**src/rtl/irqc_pkg.sv**
```systemverilog
package irqc_pkg;
  localparam int NUM_BANKS = 6;
  localparam int DATA_W    = 32;
  localparam int NUM_VEC   = 19;
  localparam int ADDR_W    = 6;
  localparam int GATE_SLOT = 15;

  typedef enum logic [1:0] {
    REG_PEND = 2'd0,
    REG_MSET = 2'd1,
    REG_MCLR = 2'd2,
    REG_VIEW = 2'd3
  } reg_sel_e;

  // group number fed by a pin bank
  function automatic int bank_group(input int b);
    case (b)
      0: return 11;
      1: return 10;
      2: return 9;
      3: return 8;
      4: return 12;
      default: return 26;
    endcase
  endfunction

  // controller input driven by a group
  function automatic int group_line(input int g);
    return g - 8;
  endfunction

  function automatic logic [DATA_W-1:0] pend_next(input logic [DATA_W-1:0] cur,
                                                  input logic [DATA_W-1:0] clr,
                                                  input logic [DATA_W-1:0] evt);
    return (cur & ~clr) | evt;
  endfunction

  function automatic logic [DATA_W-1:0] mask_next(input logic [DATA_W-1:0] cur,
                                                  input logic [DATA_W-1:0] set,
                                                  input logic [DATA_W-1:0] clr);
    return (cur | set) & ~clr;
  endfunction
endpackage

```
**src/rtl/irqc_group.sv**
```systemverilog
module irqc_group
  import irqc_pkg::*;
#(
  parameter int W = DATA_W
) (
  input  logic         clk,
  input  logic         rst_n,
  input  logic [W-1:0] evt,
  input  logic [W-1:0] pend_clr,
  input  logic [W-1:0] mask_set,
  input  logic [W-1:0] mask_clr,
  input  logic         gate,
  output logic [W-1:0] pend,
  output logic [W-1:0] mask,
  output logic [W-1:0] view,
  output logic         line
);
  logic view_any;

  assign view     = pend & mask;
  assign view_any = |view;

  always_ff @(posedge clk) begin
    if (!rst_n) begin
      pend <= '0;
      mask <= '0;
      line <= 1'b0;
    end else begin
      pend <= pend_next(pend, pend_clr, evt);
      mask <= mask_next(mask, mask_set, mask_clr);
      line <= gate & view_any;
    end
  end

  // every event is latched, whatever the mask or a clear
  a_r2_event_latched: assert property (@(posedge clk) disable iff (!rst_n)
    (evt != '0) |=> ((pend & $past(evt)) == $past(evt)));
  // set bits that were not written with 1 stay set
  a_r3_zero_keeps: assert property (@(posedge clk) disable iff (!rst_n)
    1'b1 |=> ((pend & $past(pend & ~pend_clr)) == $past(pend & ~pend_clr)));
  // mask bits move only where a set or clear strobe had a one
  a_r4_mask_stable: assert property (@(posedge clk) disable iff (!rst_n)
    1'b1 |=> (((mask ^ $past(mask)) & ~$past(mask_set | mask_clr)) == '0));
  // the line drops one clock after the view is empty
  a_r9_line_drops: assert property (@(posedge clk) disable iff (!rst_n)
    (view == '0) |=> !line);
  // gate low forces the line low next cycle
  a_r6_gate_off: assert property (@(posedge clk) disable iff (!rst_n)
    !gate |=> !line);
endmodule

```
**src/rtl/irqc_linemap.sv**
```systemverilog
module irqc_linemap
  import irqc_pkg::*;
#(
  parameter int NB = NUM_BANKS,
  parameter int NV = NUM_VEC
) (
  input  logic [NB-1:0] grp_line,
  output logic [NV-1:0] vec
);
  always_comb begin
    vec = '0;
    for (int b = 0; b < NB; b++) begin
      vec[group_line(bank_group(b))] = grp_line[b];
    end
  end
endmodule

```
**src/rtl/irq_collector.sv**
```systemverilog
module irq_collector
  import irqc_pkg::*;
#(
  parameter int NB = NUM_BANKS,
  parameter int W  = DATA_W,
  parameter int NV = NUM_VEC,
  parameter int AW = ADDR_W
) (
  input  logic            clk,
  input  logic            rst_n,
  input  logic [NB*W-1:0] pin_evt,
  input  logic [AW-1:0]   addr,
  input  logic            wr_en,
  input  logic [W-1:0]    wr_data,
  output logic [W-1:0]    rd_data,
  output logic [NV-1:0]   irq_vec
);
  localparam int SLOT_W = AW - 2;

  logic [SLOT_W-1:0] slot;
  reg_sel_e          rsel;
  logic [W-1:0]      gate_q;
  logic [W-1:0]      pend_a [NB];
  logic [W-1:0]      mask_a [NB];
  logic [W-1:0]      view_a [NB];
  logic [NB-1:0]     grp_line;
  logic              gate_wr;

  assign slot    = addr[AW-1:2];
  assign rsel    = reg_sel_e'(addr[1:0]);
  assign gate_wr = wr_en && (slot == SLOT_W'(GATE_SLOT)) && (rsel == REG_PEND);

  always_ff @(posedge clk) begin
    if (!rst_n) gate_q <= '0;
    else if (gate_wr) gate_q <= wr_data;
  end

  for (genvar b = 0; b < NB; b++) begin : g_bank
    logic hit;
    assign hit = wr_en && (slot == SLOT_W'(b));
    irqc_group #(.W(W)) u_grp (
      .clk      (clk),
      .rst_n    (rst_n),
      .evt      (pin_evt[b*W +: W]),
      .pend_clr ((hit && rsel == REG_PEND) ? wr_data : '0),
      .mask_set ((hit && rsel == REG_MSET) ? wr_data : '0),
      .mask_clr ((hit && rsel == REG_MCLR) ? wr_data : '0),
      .gate     (gate_q[bank_group(b)]),
      .pend     (pend_a[b]),
      .mask     (mask_a[b]),
      .view     (view_a[b]),
      .line     (grp_line[b])
    );
  end

  always_comb begin
    rd_data = '0;
    if (slot == SLOT_W'(GATE_SLOT) && rsel == REG_PEND) begin
      rd_data = gate_q;
    end
    for (int b = 0; b < NB; b++) begin
      if (slot == SLOT_W'(b)) begin
        case (rsel)
          REG_PEND: rd_data = pend_a[b];
          REG_MSET,
          REG_MCLR: rd_data = mask_a[b];
          default:  rd_data = view_a[b];
        endcase
      end
    end
  end

  irqc_linemap #(.NB(NB), .NV(NV)) u_map (
    .grp_line (grp_line),
    .vec      (irq_vec)
  );

  // with every gate bit low, no line is raised next cycle
  a_r6_all_gated: assert property (@(posedge clk) disable iff (!rst_n)
    (gate_q == '0) |=> (irq_vec == '0));
  // one cycle after reset release nothing is pending on the outputs
  a_r10_reset_quiet: assert property (@(posedge clk)
    !rst_n |=> (irq_vec == '0));
endmodule

```
**config.mk**
```make
export PLATFORM = sky130hd
export DESIGN_NAME = irq_collector
export DESIGN_NICKNAME = d
export VERILOG_FILES = /design/src/rtl/irqc_pkg.sv /design/src/rtl/irqc_group.sv /design/src/rtl/irqc_linemap.sv /design/src/rtl/irq_collector.sv
export SDC_FILE = /design/constraint.sdc
export NUM_CORES = 1
export LEC_CHECK = 0
export BUFFER_PORTS_ARGS = -buffer_cell sky130_fd_sc_hd__buf_2
export CAP_MARGIN = 10
export CORE_ASPECT_RATIO = 1.25
export CORE_MARGIN = 10
export CORE_UTILIZATION = 53
export DETAILED_ROUTE_END_ITERATION = 8
export PLACE_DENSITY = 0.78
export REMOVE_ABC_BUFFERS = 1
export SYNTH_ARGS = -nofsm -noshare
export SYNTH_HDL_FRONTEND = slang
export SYNTH_SLANG_ARGS = --single-unit
```
**constraint.sdc**
```tcl
create_clock -name clk -period 2.8 [get_ports clk]
set_clock_uncertainty 0.2 [all_clocks]
set_input_delay 0.56 -clock clk [delete_from_list [all_inputs] [get_ports clk]]
set_output_delay 0.56 -clock clk [all_outputs]
set_load 0.1 [all_outputs]
```
# Yosys cells after proc, flatten, opt, wreduce, memory -nomap -nowiden
# Index checks and enable logic that the tools add are counted.
# Widths: inputs -> output; s select.
[classes]
n_mux = 31
eq_ne = 8
bitwise = 48
n_reduce_logical = 36
[ops]
columns = ["operator", "count"]
rows = [
  ["$mux 32", 25],
  ["$and 32x32->32", 18],
  ["$not 32->32", 12],
  ["$or 32x32->32", 12],
  ["$pmux 32 s2", 6],
  ["$reduce_or 32->1", 6],
  ["$logic_and 1x1->1", 27],
  ["$eq 4x2->1 const B", 2],
  ["$eq 4x3->1 const B", 2],
  ["$and 1x1->1", 6],
  ["$eq 4x1->1 const B", 1],
  ["$eq 4x4->1 const B", 1],
  ["$logic_not 4->1", 1],
  ["$eq 2x1->1 const B", 1],
  ["$eq 2x2->1 const B", 1],
  ["$logic_not 2->1", 1],
  ["$reduce_or 2->1", 1],
]
[totals]
wordCells = 142
out_inout_bits = 51
reg_bits = 422

# Longest topological paths before layout
# Gate-level depths: netlist (run 1).
[depth]
depth_word = 9
mapped_depth = 12
depth_no_buf = 7

# By module
# Synthesis (run 1) repeated with hierarchy kept, for this count alone.
[unflattened]
hier_cells = 3163
hier_area_um2 = 25212.9
[by_module_without_submodules]
columns = ["module", "seq_area_each_um2", "area_each_um2", "n_inst", "cells_each"]
rows = [
  ["irqc_group", 1301.2, 2417.3, 6, 244],
  ["irq_collector", 640.6, 10562.6, 1, 1679],
  ["irqc_linemap", 0.0, 146.4, 1, 20],
]

# Least setup slack after synthesis (run 1)
# No wires, ideal clock.
[synth_timing]
path_type = "in2out"
from = "input addr[0]"
to = "output rd_data[2]"
t_arrival_ns = 3.430
slack_ns = -1.390
required_time_ns = 2.040
stages = 10
cell_sequence = "inv_1 > ha_1 > nor2b_1 > buf_2 > buf_2 > clkbuf_1 > a21oi_1 > a21oi_1 > o21ai_1 > a21oi_1"
[synth_via]
elab_chain_len = 9
[synth_lines]
columns = ["element", "line_no", "text"]
rows = [
  ["start, declared", "irq_collector.sv:12", "input logic [AW-1:0] addr,"],
  ["$eq 2x1->1, or another cell as far along", "irq_collector.sv:63", "case (rsel)"],
  ["$reduce_or 2->1 / $logic_and 1x1->1 (equally long branches)", "irq_collector.sv:63, irq_collector.sv:58", ""],
  ["$pmux 32 s2 / $mux 32 (equally long branches)", "irq_collector.sv:63, irq_collector.sv:58", ""],
  ["$mux 32 (5 in series)", "irq_collector.sv:62", "if (slot == SLOT_W'(b)) begin"],
  ["$mux 32 (*)", "irq_collector.sv:62", ""],
  ["end, declared", "irq_collector.sv:15", "output logic [W-1:0] rd_data,"],
]
# Every way passes the cells marked *; elsewhere a longest branch is shown, timed or not.

# Worst setup path after layout (run 1)
[layout_timing]
from = "input addr[1]"
to = "output rd_data[28]"
# The elaborated chain is that of the path after synthesis.

==> qor.txt, run 1 <==
Status - finished with violations
Failing checks - hold timing, setup timing
Synth Area in Compound Gates - 43.6%
Leakage - 11.0 nW
DR WL/cell - 27.3 um
Simple-gate area share of the yosys netlist - 8.86%
RSZ-0062 raised after global routing - true
Share of the yosys chip area belonging to registers - 40.2%
Syn Std Cell Area - 21000 sq um
Fin. max-slew vios - 0
H-tree depth - 2
Vias per inst - 6.86
DIE HEIGHT - 243 um
DRT Wirelength - 89000 um
Nature of the critical path startpoint - input port
Clock sink count - 422
Number of synthesized flops with an enable pin - 0
P_int - 10.7 mW
Cell taking the most area after synthesis - dfxtp_1
Area taken by multi-input logic gates - 11900 sq um
Buf+Inv Stages, Crit Path - 6
Rel. slew slack - 42.5%
Top cells by area, synth - dfxtp_1 (40%), a21oi_1 (9.2%), a21o_1 (5.9%)
Die W - 198 um
Initial Util - 53.7%
First-pass GRT wire length - 130000 um
Dpl ws - -0.605 ns
R2R setup slack - 0.30 ns
CTS tree - yes
R2r worst-path depth - 4
Largest net degree at the start of global routing - 103
Via count - 22.4k
Final Cycle Share - 116%
Gpl congestion - 0.966
Worst Hold Class - input port to register
Startpoint of the worst register-to-register path - g_bank[1].u_grp.mask[29]
Clock share of power - 41.1%
CP endpoint kind - primary output
Crit-path leading delay family - buffers and inverters
Seq. cell area - 8450 sq um
Syn Area/Cell - 8.56 sq um
Initial antenna violation count - 2
Final hold vios - 2
Cell repeated most along the worst path - buf_12
Final #Nets - 2971
Worst-path maximum fanout - 11
CP endpoint - rd_data[28]
Psw - 4.12 mW
Switching share of power - 27.7%
Comb power frac - 15.5%
Post-Syn Instances - 2454
Gr usage total - 34.6%
Setup-failing EPs final - 32
Share of async-settable or async-resettable flops after synthesis - 0%
Count of routing violations after the opening detailed-route iteration - 2923
TNS Setup - -12.56 ns
Peak VDD IR - 534 uV
Synth-to-layout area growth - 30.5%
Num CTS Buffers - 42
Post-synth top flop - dfxtp_1
Crit path DAT - 2.49 ns
XOR/XNOR Fraction of Synth Area - 0%
Clk_lat worst skew - 0.58 ns
Clock transition at path regs - 0.06 ns
Synth Register Bits - 422
WP depth - 11
Drt drc - 0
Share of Yosys cell area claimed by the top area cell type - 40.2%
Max Freq - 0.308 GHz
Post-route ant nets - 0
Synthesis Warnings - 0
Cell Pwr Density - 542 nW/um^2
CP Launch Point - addr[1]
Max stage delay on crit path - 0.36 ns
Critical path cell sequence - buf_8, buf_6, ha_4, buf_12, buf_16, buf_4, a21o_1, a22oi_1, o22ai_1, o31a_1, buf_12
Number of global-route vias before repair - 21.5k
Reg2Reg Capture Point - g_bank[1].u_grp.line
Root Driver - clkbuf_16
Largest family of logic cells by synthesized area - compound AO/OA/AOI/OAI gates
Crit-path slowest cell - o31a_1
Req. time, crit path - 2.04 ns
Hold_ws - -0.00365 ns
Max Root-Sink Buffers - 3
DIE AREA - 48100 sq um
Max Cap Violations - 0
Std cell rows - 81
Sequential power share - 43.4%
Total core area - 39100 sq um
Hpwl dp - 56400 um
GR Overflow Total - 0
Share of cells above drive strength 1 - 26.9%
I/O Pins - 284
Port Buffers - 270
Fraction of synthesized area in multiplexers - 0.429%
Adder-cell share of the synthesized area - 0.238%
WS Path Type - input port to primary output
Distinct cells, synth - 47
Slew @ Worst Pin - 0.862 ns
Layout filler cell count - 2969
Tmin final - 3.25 ns
First drt pass iteration count - 9
Setup WS post-layout - -0.449 ns
## power groups by stage
stage	clock network, mW	registers, mW	logic [mW]
floorplan	0	6.46	1.07
global placement	0	6.56	1.86
detailed placement	0	6.56	1.89
CTS	6.12	6.44	2.12
global route	6.35	6.47	2.40
finish	6.11	6.46	2.30
## how the worst min path moves through the flow
stage	cells after the start	startpoint	slack, ns	end
after global routing	2	pin_evt[14]	0.006	g_bank[0].u_grp.pend[14]
final	3	pin_evt[67]	-0.004	g_bank[2].u_grp.pend[3]
after CTS	3	pin_evt[67]	0.0002	g_bank[2].u_grp.pend[3]
after floorplan	2	gate_q[31]	0.24	gate_q[31]
after global placement	2	gate_q[3]	0.24	gate_q[3]
after detailed placement	2	gate_q[17]	0.25	gate_q[17]
## timing repair
item                                    CTS  global route
hold buffers                             33             0
pin swaps                                47            78
hold endpoints to repair                 33             0
gates resized for setup                 100           100
endpoints found under the setup margin   32            32
setup buffers                            12             8
gates cloned                             12            15
## cell usage after synthesis, types with 5 or more instances
cell	number
o31a_1	12
o311a_1	6
a211oi_1	135
nand2_1	201
a22o_1	18
a21boi_1	5
buf_2	37
dfxtp_1	422
clkbuf_1	168
nor2b_1	8
a221oi_1	98
a211oi_2	60
o22ai_1	28
nand4_1	18
o21a_1	96
and3_1	6
nor2_1	121
buf_1	32
a22oi_1	140
a21oi_1	387
nor4_1	15
buf_4	34
mux2_2	8
buf_6	17
and2_1	28
o21ai_0	59
a21boi_0	91
a21o_1	166
## state kept, by name, summed over array words and instances, names as in the netlist
name and flops:
g_bank.u_grp.pend 192, g_bank.u_grp.line 6, g_bank.u_grp.mask 192, gate_q 32
## metrics by stage
stage               util, %  cell area, sq um  power, mW  instances
floorplan                 -             19700       7.53       2178
global placement       61.3             24000       8.41       3114
detailed placement     61.3             24000       8.46       3114
CTS                    68.1             26600       14.7       3247
global route           70.1             27400       15.2       3265
finish                 70.1             27400       14.9       3265
## per-layer routing
layer  vias to the layer above  share of wire, %  global-route usage (%)
met1                     10600                37                    42.3
met2                      1579                46                    54.9
li1                       9803                 -                       -
met4                         2               6.9                    20.7
met3                       435                11                    7.13
met5                         -             0.021                       0
## worst min-delay path, stage by stage
cell and delay (ns):
buf_2 0.07, a21oi_1 0.03, nor2_1 0.06
## layout make-up
| type | instances | share of cell area (%) |
|---|---|---|
| Sequential cell | 422 | 30.8 |
| Multi-Input combinational cell | 1753 | 43.3 |
| Clock inverter | 20 | 0.977 |
| Tap cell | 498 | 2.27 |
| Clock buffer | 56 | 4.40 |
| Antenna cell | 1 | 0.00913 |
| Inverter | 3 | 0.0776 |
| Timing Repair Buffer | 512 | 18.2 |
## cell usage in the layout, fill, tap and decap left out, types with 96 or more instances in the layout
cell / count
a211oi_1: 132
a21o_1: 166
a21oi_1: 382
a22oi_1: 111
buf_2: 235
buf_4: 109
dfxtp_1: 422
nand2_1: 201
nor2_1: 110
o21a_1: 96
## cell families after synthesis
family,count (synthesis)
AOI/OAI and AO/OA,1312
DFF,422
and+or+nand+nor,416
buffers and inverters,291
muxes,8
adders and majority gates,4
other,1
Note: power is estimated with default switching activity, not from simulation.
==> run 2, diff against run 1 <==
- CORE_ASPECT_RATIO: 1.25 -> 2
==> run 2 against run 1 <==
The run still ends with hold timing, setup timing left. Design area fell by 2.0%. Total power is 2.0% lower. Non-clock buffer count down 8. Die area grew 0.90%. Global-route usage rose by 1.2 points. Largest cell class unchanged. Largest power group unchanged.
==> qor.txt, run 2 (synthesis results as in run 1) <==
Slew @ Worst Pin - 1.31 ns (+0.450 ns)
Drt drc - 0 (unchanged)
Hold_ws - -0.00292 ns (+0.000729 ns)
Total core area - 39300 sq um (+0.48%)
Final core occ - 68.4% (-1.7 points)
Setup WS post-layout - -0.444 ns (+0.00563 ns)
Leading cell types in the layout, fill and taps excluded - dfxtp_1 (422), a21oi_1 (380), buf_2 (235)
Num CTS Buffers - 40 (-4.8%)
Hpwl dp - 61100 um (+8.3%)
DIE AREA - 48500 sq um (+0.90%)
Root Driver - clkbuf_16
Vias per inst - 6.86 (about the same)
RSZ-0062 raised after global routing - true
Fin. max-slew vios - 0 (unchanged)
Synth-to-layout area growth - 27.9%
# diodes - 0 (-1)
Initial antenna violation count - 0 (-2)
Status - finished with violations
Gr usage total - 35.8% (+1.2 points)
Post-route ant nets - 0 (unchanged)
Layout filler cell count - 3107 (+4.6%)
Leakage - 10.8 nW (-2.0%)
Worst-path maximum fanout - 6 (-5)
Clk_lat worst skew - 0.57 ns (about the same)
Largest regs - g_bank.u_grp.mask (192), g_bank.u_grp.pend (192), gate_q (32)
First-pass GRT wire length - 135000 um (+3.8%)
Req. time, crit path - 2.04 ns (about the same)
Worst Hold Class - input port to register
Initial Util - 53.5% (-0.25 points)
Cell Pwr Density - 542 nW/um^2 (about the same)
R2r worst-path depth - 5 (+1)
Final hold vios - 3 (+1)
Final #Nets - 2961 (-0.34%)
Largest net degree at the start of global routing - 103 (unchanged)
GR Overflow Total - 0 (unchanged)
Share of cells above drive strength 1 - 25.7% (-1.2 points)
First drt pass iteration count - 6 (-3)
Via count - 22.5k (+0.36%)
Peak VDD IR - 594 uV (+11%)
Most common cell after layout, fill and taps aside - dfxtp_1
Clock transition at path regs - 0.06 ns (about the same)
Final Cycle Share - 116% (-0.20 points)
Setup-failing EPs final - 32 (unchanged)
Die W - 161 um (-19%)
Failing checks - hold timing, setup timing
Std cell rows - 103 (+27%)
CTS tree - yes
Max Freq - 0.308 GHz (+0.17%)
Number of global-route vias before repair - 22.3k (+3.4%)
Count of routing violations after the opening detailed-route iteration - 2461 (-16%)
DIE HEIGHT - 302 um (+24%)
I/O Pins - 284 (unchanged)
Tmin final - 3.24 ns (-0.00563 ns)
Hold path cells - 3 (unchanged)
H-tree depth - 2 (unchanged)
DRT Wirelength - 91800 um (+3.2%)
DR WL/cell - 28.0 um (+2.7%)
Rel. slew slack - 12.5% (-30 points)
CP endpoint kind - primary output
Crit path DAT - 2.48 ns (about the same)
Max Cap Violations - 0 (unchanged)
WS Path Type - input port to primary output
Max Root-Sink Buffers - 3 (unchanged)
Clock sink count - 422 (unchanged)
Dpl ws - -0.508 ns (+0.0962 ns)
Gpl congestion - 0.997 (+3.3%)
Port Buffers - 270 (unchanged)
Nature of the critical path startpoint - input port
[run 2: cell types whose count changed in the layout (fill, tap and decap cells not counted), sizes merged]
cell / delta
bufbuf: +2
clkinvlp: -1
inv: +1
clkbuf: -17
clkinv: +1
dlygate4sd3: -8
buf: +10
diode: -1
[run 2: through the flow]
stage / power [mW] / std cells / area (sq um) / TNS, ns
after CTS: 14.4 / 3274 / 26500 / -10.64
after global placement: 8.46 / 3163 / 24300 / -12.47
after global routing: 14.9 / 3279 / 26900 / -12.84
after floorplan: 7.53 / 2178 / 19700 / -1637.30
final: 14.6 / 3279 / 26900 / -11.69
after detailed placement: 8.50 / 3163 / 24300 / -13.38
[run 2: cell type report]
cell class                 instances  area (sq um)  share of cell area, %
sequential                       422          8450                   31.4
timing repair buffer             504          4700                   17.5
multi-input combinational       1753         11700                   43.4
tap                              525           657                   2.44
clock buffer                      51          1110                   4.14
inverter                           3          18.8                 0.0698
clock inverter                    21           274                   1.02
[run 2: path summary, 6_finish.rpt]
| path | end | startpoint | slack (ns) |
|---|---|---|---|
| hold / removal | g_bank[3].u_grp.pend[9] | pin_evt[105] | -0.003 |
| setup reg to reg | g_bank[1].u_grp.line | g_bank[1].u_grp.pend[29] | 0 |
| setup / recovery | rd_data[6] | addr[0] | -0.44 |
| hold reg to reg | gate_q[24] | gate_q[24] | 0.26 |
[run 2: report_power, final]
group,internal [mW],total (mW),switching [mW]
combinational,0.899,2.22,1.32
sequential,6.21,6.46,0.241
clock,3.38,5.90,2.51
total,10.5,14.6,4.07
[run 2: what timing repair did]
action,in CTS,in global routing
buffers inserted,8,2
pin swaps,25,20
gates resized for setup,73,62
gates cloned,7,3
endpoints found under the setup margin,32,32
hold buffers,25,0
hold endpoints to repair,25,0
[run 2: worst max-delay path, cell delays in order]
cell and delay, ns:
buf_8 0.10, buf_6 0.11, ha_4 0.19, nor2b_4 0.21, buf_6 0.19, buf_4 0.13, buf_6 0.09, a21o_1 0.09
a221oi_2 0.06, nor4_2 0.28, a21o_1 0.26, buf_12 0.20
[run 2: per-layer routing]
layer  vias up  wire length [um]  GRT usage, %
li1       9756                 -             -
met1     10700             30900          38.6
met2      1495             43400          59.5
met3       517              8880          7.91
met4         0              8620          28.3
met5         -                 0             0
